<file path="src/rtl/pwmo_pkg.sv">
package pwmo_pkg;
  localparam int NUM_CH   = 3;
  localparam int NUM_OUT  = 2 * NUM_CH;
  localparam int SEG_W    = NUM_CH + NUM_OUT;
  localparam int DIV_W    = 8;
  localparam int GATE_W   = DIV_W + 2;

  typedef struct packed {
    logic trip;
    logic ocp;
    logic sw;
  } shut_src_t;
endpackage

</file>
<file path="src/rtl/pwmo_sync.sv">
module pwmo_sync #(
  parameter int STAGES = 2,
  parameter logic RST_VAL = 1'b1
) (
  input  logic clk,
  input  logic rst_n,
  input  logic din,
  output logic dout
);
  logic [STAGES-1:0] chain_q;

  always_ff @(posedge clk or negedge rst_n) begin
    if (!rst_n) chain_q <= {STAGES{RST_VAL}};
    else        chain_q <= {chain_q[STAGES-2:0], din};
  end

  assign dout = chain_q[STAGES-1];
endmodule

</file>
<file path="src/rtl/pwmo_chop.sv">
module pwmo_chop
  import pwmo_pkg::*;
(
  input  logic             clk,
  input  logic             rst_n,
  input  logic [DIV_W-1:0] div_lim,
  output logic             carrier
);
  logic [DIV_W-1:0] cnt_q;
  logic             car_q;
  logic             wrap;

  assign wrap = (cnt_q >= div_lim);

  always_ff @(posedge clk or negedge rst_n) begin
    if (!rst_n) begin
      cnt_q <= '0;
      car_q <= 1'b1;
    end else if (wrap) begin
      cnt_q <= '0;
      car_q <= ~car_q;
    end else begin
      cnt_q <= cnt_q + 1'b1;
    end
  end

  assign carrier = car_q;

  AST_CARRIER_HOLD: assert property (@(posedge clk) disable iff (!rst_n)
    !wrap |=> $stable(car_q)) else $error("carrier moved before limit");
  AST_CARRIER_FLIP: assert property (@(posedge clk) disable iff (!rst_n)
    wrap |=> (car_q != $past(car_q))) else $error("carrier missed toggle");
endmodule

</file>
<file path="src/rtl/pwmo_shutdown.sv">
module pwmo_shutdown
  import pwmo_pkg::*;
(
  input  logic      clk,
  input  logic      rst_n,
  input  shut_src_t src,
  input  logic      clr_req,
  output logic      latched,
  output logic      src_any,
  output logic      irq
);
  logic shut_q;
  logic irq_q;

  assign src_any = src.trip | src.ocp | src.sw;

  always_ff @(posedge clk or negedge rst_n) begin
    if (!rst_n) begin
      shut_q <= 1'b0;
      irq_q  <= 1'b0;
    end else begin
      irq_q <= src_any & ~shut_q;
      if (src_any)      shut_q <= 1'b1;
      else if (clr_req) shut_q <= 1'b0;
    end
  end

  assign latched = shut_q;
  assign irq     = irq_q;

  AST_LATCH_HOLD: assert property (@(posedge clk) disable iff (!rst_n)
    (shut_q && !clr_req) |=> shut_q) else $error("latch dropped");
  AST_CLR_BLOCKED: assert property (@(posedge clk) disable iff (!rst_n)
    src_any |=> shut_q) else $error("source did not latch");
  AST_IRQ_ONE_CYCLE: assert property (@(posedge clk) disable iff (!rst_n)
    irq_q |=> !irq_q) else $error("irq wider than one cycle");
endmodule

</file>
<file path="src/rtl/pwm_out_ctrl.sv">
module pwm_out_ctrl
  import pwmo_pkg::*;
(
  input  logic              clk,
  input  logic              rst_n,
  input  logic [NUM_OUT-1:0] pwm_raw,
  input  logic [SEG_W-1:0]  seg_cfg,
  input  logic [GATE_W-1:0] gate_cfg,
  input  logic              trip_n,
  input  logic              ocp_flag,
  input  logic              sw_shut,
  input  logic              shut_clr,
  output logic [NUM_OUT-1:0] pwm_out,
  output logic              timer_rst,
  output logic              shut_irq
);
  logic              trip_n_s;
  logic              carrier;
  logic              latched;
  logic              src_any;
  logic              block;
  shut_src_t         src;
  logic [NUM_OUT-1:0] routed;

  pwmo_sync #(.STAGES(2), .RST_VAL(1'b1)) u_trip_sync (
    .clk(clk), .rst_n(rst_n), .din(trip_n), .dout(trip_n_s)
  );

  pwmo_chop u_chop (
    .clk(clk), .rst_n(rst_n), .div_lim(gate_cfg[DIV_W-1:0]), .carrier(carrier)
  );

  assign src.trip = ~trip_n_s;
  assign src.ocp  = ocp_flag;
  assign src.sw   = sw_shut;

  pwmo_shutdown u_shut (
    .clk(clk), .rst_n(rst_n), .src(src), .clr_req(shut_clr),
    .latched(latched), .src_any(src_any), .irq(shut_irq)
  );

  assign block     = latched | src_any;
  assign timer_rst = latched;

  for (genvar c = 0; c < NUM_CH; c++) begin : g_cross
    assign routed[2*c]   = seg_cfg[c] ? pwm_raw[2*c+1] : pwm_raw[2*c];
    assign routed[2*c+1] = seg_cfg[c] ? pwm_raw[2*c]   : pwm_raw[2*c+1];
  end

  for (genvar i = 0; i < NUM_OUT; i++) begin : g_out
    logic chop_on;
    assign chop_on    = gate_cfg[DIV_W + (i % 2)];
    assign pwm_out[i] = routed[i] & ~seg_cfg[NUM_CH+i] & (~chop_on | carrier) & ~block;

    AST_MASKED_LOW: assert property (@(posedge clk) disable iff (!rst_n)
      seg_cfg[NUM_CH+i] |-> !pwm_out[i]) else $error("masked output high");
  end

  AST_SHUT_SILENT: assert property (@(posedge clk) disable iff (!rst_n)
    timer_rst |-> (pwm_out == '0)) else $error("output during shutdown");
  AST_IRQ_ON_ENTRY: assert property (@(posedge clk) disable iff (!rst_n)
    shut_irq |-> (timer_rst && !$past(timer_rst))) else $error("irq not at entry");
endmodule

</file>
<file path="config.mk">
export PLATFORM = sky130hd
export DESIGN_NAME = pwm_out_ctrl
export DESIGN_NICKNAME = d
export VERILOG_FILES = /design/src/rtl/pwmo_pkg.sv /design/src/rtl/pwmo_sync.sv /design/src/rtl/pwmo_chop.sv /design/src/rtl/pwmo_shutdown.sv /design/src/rtl/pwm_out_ctrl.sv
export SDC_FILE = /design/constraint.sdc
export NUM_CORES = 1
export LEC_CHECK = 0
export ABC_AREA = 1
export CAP_MARGIN = 0
export CORE_MARGIN = 1.5
export CORE_UTILIZATION = 55
export CTS_CLUSTER_DIAMETER = 120
export DETAILED_ROUTE_END_ITERATION = 16
export DONT_BUFFER_PORTS = 1
export PLACE_DENSITY_LB_ADDON = 0.25
export RECOVER_POWER = 100
export SLEW_MARGIN = 20
export SYNTH_ARGS = -nofsm -noshare
export SYNTH_HDL_FRONTEND = slang
export SYNTH_SLANG_ARGS = --single-unit
</file>
<file path="constraint.sdc">
create_clock -name clk -period 1.7 [get_ports clk]
set_input_delay 0.085 -clock clk [delete_from_list [all_inputs] [get_ports clk]]
set_output_delay 0.085 -clock clk [all_outputs]
set_load 0.05 [all_outputs]
</file>
==> run summary, run 1 <==
outcome - complete, no violations
detailed placement HPWL - 1.28 mm
layout cells sized above 1 - 0.205
Finished Cell Area - 0.00109 sq mm
dominant cell type by area after synthesis - dfrtp_1
Final Max Slew Viols - 0
GRT busiest layer - met2
Min Clock Period, post-route - 1.66 ns
vias in the first global route - 657
post-route ant nets - 0
clock latency on the worst-skew pair - 0.27 ns
PD cells - 1040 mW/mm^2
Core Area - 0.00151 sq mm
number of fill cells - 120
total gr overflow - 0
Die Wd - 43.3 um
Total GRT Usage - 0.194
routed vias/inst - 5.13
Synthesized Nets - 152
Worst-path clk slew - 0.07 ns
CP Max Fanout - 6
actual slew at the worst max-slew pin - 0.635 ns
Routed WL - 1.61 mm
Commonest cells post-synth - inv_1 (23), nand2_1 (23), nor2_1 (13), dfrtp_1 (10), ha_1 (9)
synth top area cells - dfrtp_1 (28%), ha_1 (13%), inv_1 (9.7%), nand2_1 (9.7%), dfstp_2 (8.8%)
Core Rows - 14
Req. time, crit path - 1.62 ns
Netlist cell types - 20
drt wl/cell - 11.3 um
worst rel slew slack - 0.577
CTS tree - built
initial antenna violation count - 0
Critical Path Sink Type - primary output
max-cap viol count - 0
die span in y - 43.3 um
Yosys Warn Count - 0
clock buffer depth - 2
global-route wire length before repair - 2.70 mm
CTS Root Cell - clkbuf_4
# H-tree levels - 1
syn_area_per_cell - 7.97 sq um
PortBufs - 0
Post-synth EDFFs - 0
Max IR drop VDD - 0.931 mV
final core occ - 0.725
Worst Skew - 0.000907 ns
ys flop type - dfrtp_1
Hold Vio Cnt, Final - 0
met2 global-route usage - 0.340
Startpoint Class - flop
Initial Util - 0.592
Vias - 734
GR Util met3 - 0.0638
final setup violating endpoints - 0
synthesized flop and latch total - 13
post-synth top area share - 0.281
area grow syn2layout - 22.4%
Area after DPL - 0.00100 sq mm
Cells after Synth - 112
Post-synth ARST share - 1.00
Leakage - 0.586 nW
Top-Level Pins - 39
CTS buffer count - 3
first drt pass iteration count - 4
Final Cycle Share - 0.979
Antenna Cells - 0
met1 usage - 0.231
largest net degree at the start of global routing - 14
clk sinks - 13
DRC - 0
sequential cell area fraction in the yosys report - 0.369
die area - 0.00187 sq mm
RD Place Congestion - 0.728
RSZ-0062 raised after global routing - true
Setup CP Type - flop to primary output
fmax - 601 MHz
Tightest Hold Check Type - input pin to flop
initial DRC count - 7
Mapped Area - 892 sq um
worst endpoint data arrival time - 1.58 ns
Nets - 168
-- flip-flops by register name (all words and copies together), names as in the netlist --
name,flops
u_chop.cnt_q,8
u_trip_sync.chain_q,2
u_chop.carrier,1
u_shut.irq,1
u_shut.latched,1
-- routing by layer --
| layer | vias up | wire, um |
|---|---|---|
| li1 | 385 | - |
| met1 | 325 | 674 |
| met2 | 22 | 841 |
| met3 | 2 | 86 |
| met4 | 0 | 9 |
| met5 | - | 0 |
-- layout make-up --
type | count | area [sq um] | area share
clock buffers | 3 | 22.5 | 0.0206
clock inverters | 1 | 5.00 | 0.00458
flip-flops and latches | 13 | 329 | 0.301
well taps | 16 | 20.0 | 0.0183
repair buffers | 11 | 92.6 | 0.0848
inverters | 23 | 86.3 | 0.0790
multi-input cells | 76 | 537 | 0.491
-- through the flow --
stage	cells	total power [mW]	hold WS (ns)	worst slack, ns	TNS (ns)
after floorplan	112	0.855	-0.211	-0.130	-0.783
after CTS	143	1.14	0.184	0.00223	0
final	143	1.13	0.187	0.0362	0
after global placement	135	0.932	-0.210	0.289	0
after global routing	143	1.27	0.175	-0.0575	-0.269
after detailed placement	135	0.944	-0.210	0.235	0
-- final timing paths --
check	to	start	slack, ns	cells past startpoint
setup / recovery	pwm_out[2]	u_trip_sync.chain_q[1]$_DFF_PN1_	0.04	4
hold / removal	u_shut.irq$_DFF_PN0_	ocp_flag	0.19	3
setup reg to reg	u_shut.latched$_DFFE_PN0P_	u_trip_sync.chain_q[1]$_DFF_PN1_	0.13	3
hold reg to reg	u_trip_sync.chain_q[1]$_DFF_PN1_	u_trip_sync.chain_q[0]$_DFF_PN1_	0.36	0
max in group asynchronous	u_trip_sync.chain_q[0]$_DFF_PN1_	rst_n	1.09	1
min in group asynchronous	u_chop.cnt_q[6]$_DFF_PN0_	rst_n	0.24	1
-- cell usage in the layout, fill, tap and decap left out, types with 2 or more instances in the layout --
cell	count
a21boi_0	6
nor4_2	5
nand3_2	2
nor2_1	13
nand2_1	22
xor2_1	4
dfstp_2	3
xnor2_1	2
clkbuf_4	3
inv_1	23
dlygate4sd3_1	4
ha_1	9
buf_4	5
dfrtp_1	10
nand3_1	2
a21oi_1	2
-- power breakdown --
part	internal [mW]	switching (mW)	total [mW]
combinational	0.191	0.243	0.434
clock	0.0872	0.0943	0.181
sequential	0.411	0.106	0.517
total	0.689	0.443	1.13
-- timing repair --
item / in CTS / in global routing
endpoints found under the hold margin: 15 / 0
endpoints found under the setup margin: 6 / 6
gates resized for setup: 1 / 4
hold buffers: 4 / 0
pin swaps: 1 / 1
setup buffers: 0 / 0
-- worst max-delay path, cell delays in order (launching register included) --
cell,delay [ns]
dfstp_2,0.53
nor3b_4,0.24
nand2_4,0.13
nor4_2,0.16
buf_4,0.24
-- cells by family (layout without fill, tap and decap cells) --
kind of cell    Yosys count  in the layout  share of synthesized area
buf+inv                  23             38                     0.0968
compound gates           10             10                     0.0757
xor+xnor                  6              6                     0.0589
simple gates             51             51                      0.274
flops                    13             13                      0.369
fa+ha+maj                 9              9                      0.126
(Power assumes the default switching activity.)
==> run 2, diff against run 1 <==
--- a/config.mk
+++ b/config.mk
@@ -7,8 +7,10 @@
 export LEC_CHECK = 0
 export ABC_AREA = 1
 export CAP_MARGIN = 0
+export CELL_PAD_IN_SITES_DETAIL_PLACEMENT = 1
+export CELL_PAD_IN_SITES_GLOBAL_PLACEMENT = 1
 export CORE_MARGIN = 1.5
-export CORE_UTILIZATION = 55
+export CORE_UTILIZATION = 42
 export CTS_CLUSTER_DIAMETER = 120
 export DETAILED_ROUTE_END_ITERATION = 16
 export DONT_BUFFER_PORTS = 1
==> run summary, run 2 (synthesis results as in run 1) <==
# H-tree levels - 1 (unchanged)
RSZ-0062 raised after global routing - true (unchanged)
first drt pass iteration count - 1 (was 4)
fmax - 605 MHz (was 601 MHz)
Clk pwr share - 0.166 (was 0.160)
outcome - complete, no violations (unchanged)
Antenna Cells - 0 (unchanged)
RR Startpoint - u_trip_sync.chain_q[1]$_DFF_PN1_ (unchanged)
initial DRC count - 0 (was 7)
CTS buffer count - 3 (unchanged)
Vias - 791 (was 734)
max-cap viol count - 0 (unchanged)
commonest non-fill, non-tap cell in the layout - inv_1 (unchanged)
CTS tree - built (unchanged)
Leakage - 0.582 nW (was 0.586 nW)
biggest regs - u_chop.cnt_q (8), u_trip_sync.chain_q (2) (unchanged)
Sw Pwr - 0.486 mW (was 0.443 mW)
vias in the first global route - 847 (was 657)
PD cells - 1080 mW/mm^2 (was 1040 mW/mm^2)
die area - 0.00241 sq mm (was 0.00187 sq mm)
Core Rows - 16 (was 14)
Comb power frac - 0.388 (was 0.383)
final setup violating endpoints - 0 (unchanged)
clock latency on the worst-skew pair - 0.29 ns (was 0.27 ns)
Final Cycle Share - 0.973 (was 0.979)
initial antenna violation count - 0 (unchanged)
Worst Skew - 0.00966 ns (was 0.000907 ns)
PortBufs - 0 (unchanged)
CTS Root Cell - clkbuf_4 (unchanged)
Largest Register - u_chop.cnt_q (unchanged)
DRC - 0 (unchanged)
Finished Cell Area - 0.00109 sq mm (unchanged)
clock buffer depth - 2 (unchanged)
Worst Reg-to-Reg Cells - 3 (unchanged)
Final Max Slew Viols - 0 (unchanged)
most frequent cells in the layout - inv_1 (23), nand2_1 (22), nor2_1 (13) (unchanged)
Startpoint Class - flop (unchanged)
detailed placement HPWL - 1.75 mm (was 1.28 mm)
CP Max Fanout - 6 (unchanged)
Hold Vio Cnt, Final - 0 (unchanged)
area grow syn2layout - 22.4% (unchanged)
Min Clock Period, post-route - 1.65 ns (was 1.66 ns)
post-route ant nets - 0 (unchanged)
Initial Util - 0.450 (was 0.592)
routed vias/inst - 5.14 (was 5.13)
Nets - 168 (unchanged)
Core Area - 0.00198 sq mm (was 0.00151 sq mm)
Hold Path Depth - 3 (unchanged)
Die Wd - 49.1 um (was 43.3 um)
global-route wire length before repair - 3.55 mm (was 2.70 mm)
Hold EP - u_shut.irq$_DFF_PN0_ (unchanged)
worst endpoint data arrival time - 1.57 ns (was 1.58 ns)
worst rel slew slack - 0.579 (was 0.577)
Top-Level Pins - 39 (unchanged)
Tightest Hold Check Type - input pin to flop (unchanged)
drt wl/cell - 14.0 um (was 11.3 um)
Req. time, crit path - 1.62 ns (about the same)
post-CTS setup buffer count - 0 (unchanged)
Worst-path clk slew - 0.07 ns (about the same)
sequential fraction of design power - 0.446 (was 0.457)
Critical Path Sink Type - primary output (unchanged)
total gr overflow - 0 (unchanged)
max reg flops - 8 (unchanged)
layout cells sized above 1 - 0.197 (was 0.205)
Crit Reg-Reg Endpoint - u_shut.latched$_DFFE_PN0P_ (unchanged)
clk sinks - 13 (unchanged)
die span in y - 49.1 um (was 43.3 um)
Area after DPL - 0.00102 sq mm (was 0.00100 sq mm)
Setup CP Type - flop to primary output (unchanged)
worst hold start - ocp_flag (unchanged)
Sw Ratio - 0.411 (was 0.391)
actual slew at the worst max-slew pin - 0.632 ns (was 0.635 ns)
RD Place Congestion - 0.745 (was 0.728)
Routed WL - 2.16 mm (was 1.61 mm)
largest net degree at the start of global routing - 14 (unchanged)
Pwr Total - 1.18 mW (was 1.13 mW)
Max IR drop VDD - 0.685 mV (was 0.931 mV)
reg2reg setup slack - 0.12 ns (was 0.13 ns)
Internal Pwr Total - 0.697 mW (was 0.689 mW)
Total GRT Usage - 0.196 (was 0.194)
run 2: cell types whose count changed in the layout (fill, tap and decap cells not counted):
cell	previous run	this run
buf_4	5	6
buf_6	1	0
clkbuf_1	1	2
clkinv_2	1	0
nor4_2	5	6
nor4_4	1	0
run 2: how the worst max path moves through the flow:
stage                                          start                    endpoint  slack [ns]  cells past startpoint
global placement           u_chop.cnt_q[7]$_DFF_PN0_  u_chop.carrier$_DFFE_PN1P_        0.29                      6
finish              u_trip_sync.chain_q[1]$_DFF_PN1_                  pwm_out[4]        0.05                      4
CTS                 u_trip_sync.chain_q[1]$_DFF_PN1_                  pwm_out[4]        0.02                      4
detailed placement         u_chop.cnt_q[3]$_DFF_PN0_  u_chop.carrier$_DFFE_PN1P_        0.19                      9
floorplan           u_trip_sync.chain_q[1]$_DFF_PN1_                  pwm_out[0]       -0.13                      3
global route        u_trip_sync.chain_q[1]$_DFF_PN1_                  pwm_out[0]       -0.04                      4
run 2: worst max-delay path: stages (launching register included):
cell     delay, ns
dfstp_2       0.52
nor3b_4       0.24
nand2_4       0.12
nor4_2        0.16
buf_4         0.24
run 2: through the flow:
step	setup slack, ns	TNS [ns]	cells	util	hold slack (ns)
5_1_grt	-0.0364	-0.156	154	0.551	0.190
6_report	0.0458	0	154	0.551	0.197
2_1_floorplan	-0.130	-0.783	112	-	-0.211
3_5_place_dp	0.186	0	146	0.513	-0.210
4_1_cts	0.0172	0	154	0.553	0.172
3_3_place_gp	0.292	0	146	0.513	-0.210
run 2: power groups by stage:
| stage | logic, mW | registers, mW | clock network (mW) |
|---|---|---|---|
| floorplan | 0.352 | 0.503 | 0 |
| global placement | 0.408 | 0.529 | 0 |
| detailed placement | 0.447 | 0.536 | 0 |
| CTS | 0.468 | 0.530 | 0.209 |
| global route | 0.534 | 0.543 | 0.216 |
| finish | 0.458 | 0.527 | 0.197 |
run 2: final cells by class:
cell class	instances	area, sq um
clock buffers	4	26.3
fillers	241	890
repair buffers	11	88.8
flip-flops and latches	13	329
well taps	27	33.8
inverters	23	86.3
multi-input cells	76	528
run 2: timing repair:
item                                    4_1_cts  5_1_grt
pin swaps                                     1        0
gates resized for setup                       3        0
hold buffers                                  4        0
hold endpoints to repair                     15        0
endpoints found under the setup margin        6        6
run 2: layer usage:
layer	track usage	wire, um	vias up
li1	-	-	381
met1	0.204	822	381
met2	0.363	1200	24
met3	0.0429	106	5
met4	0.100	39	0
met5	0	0	-
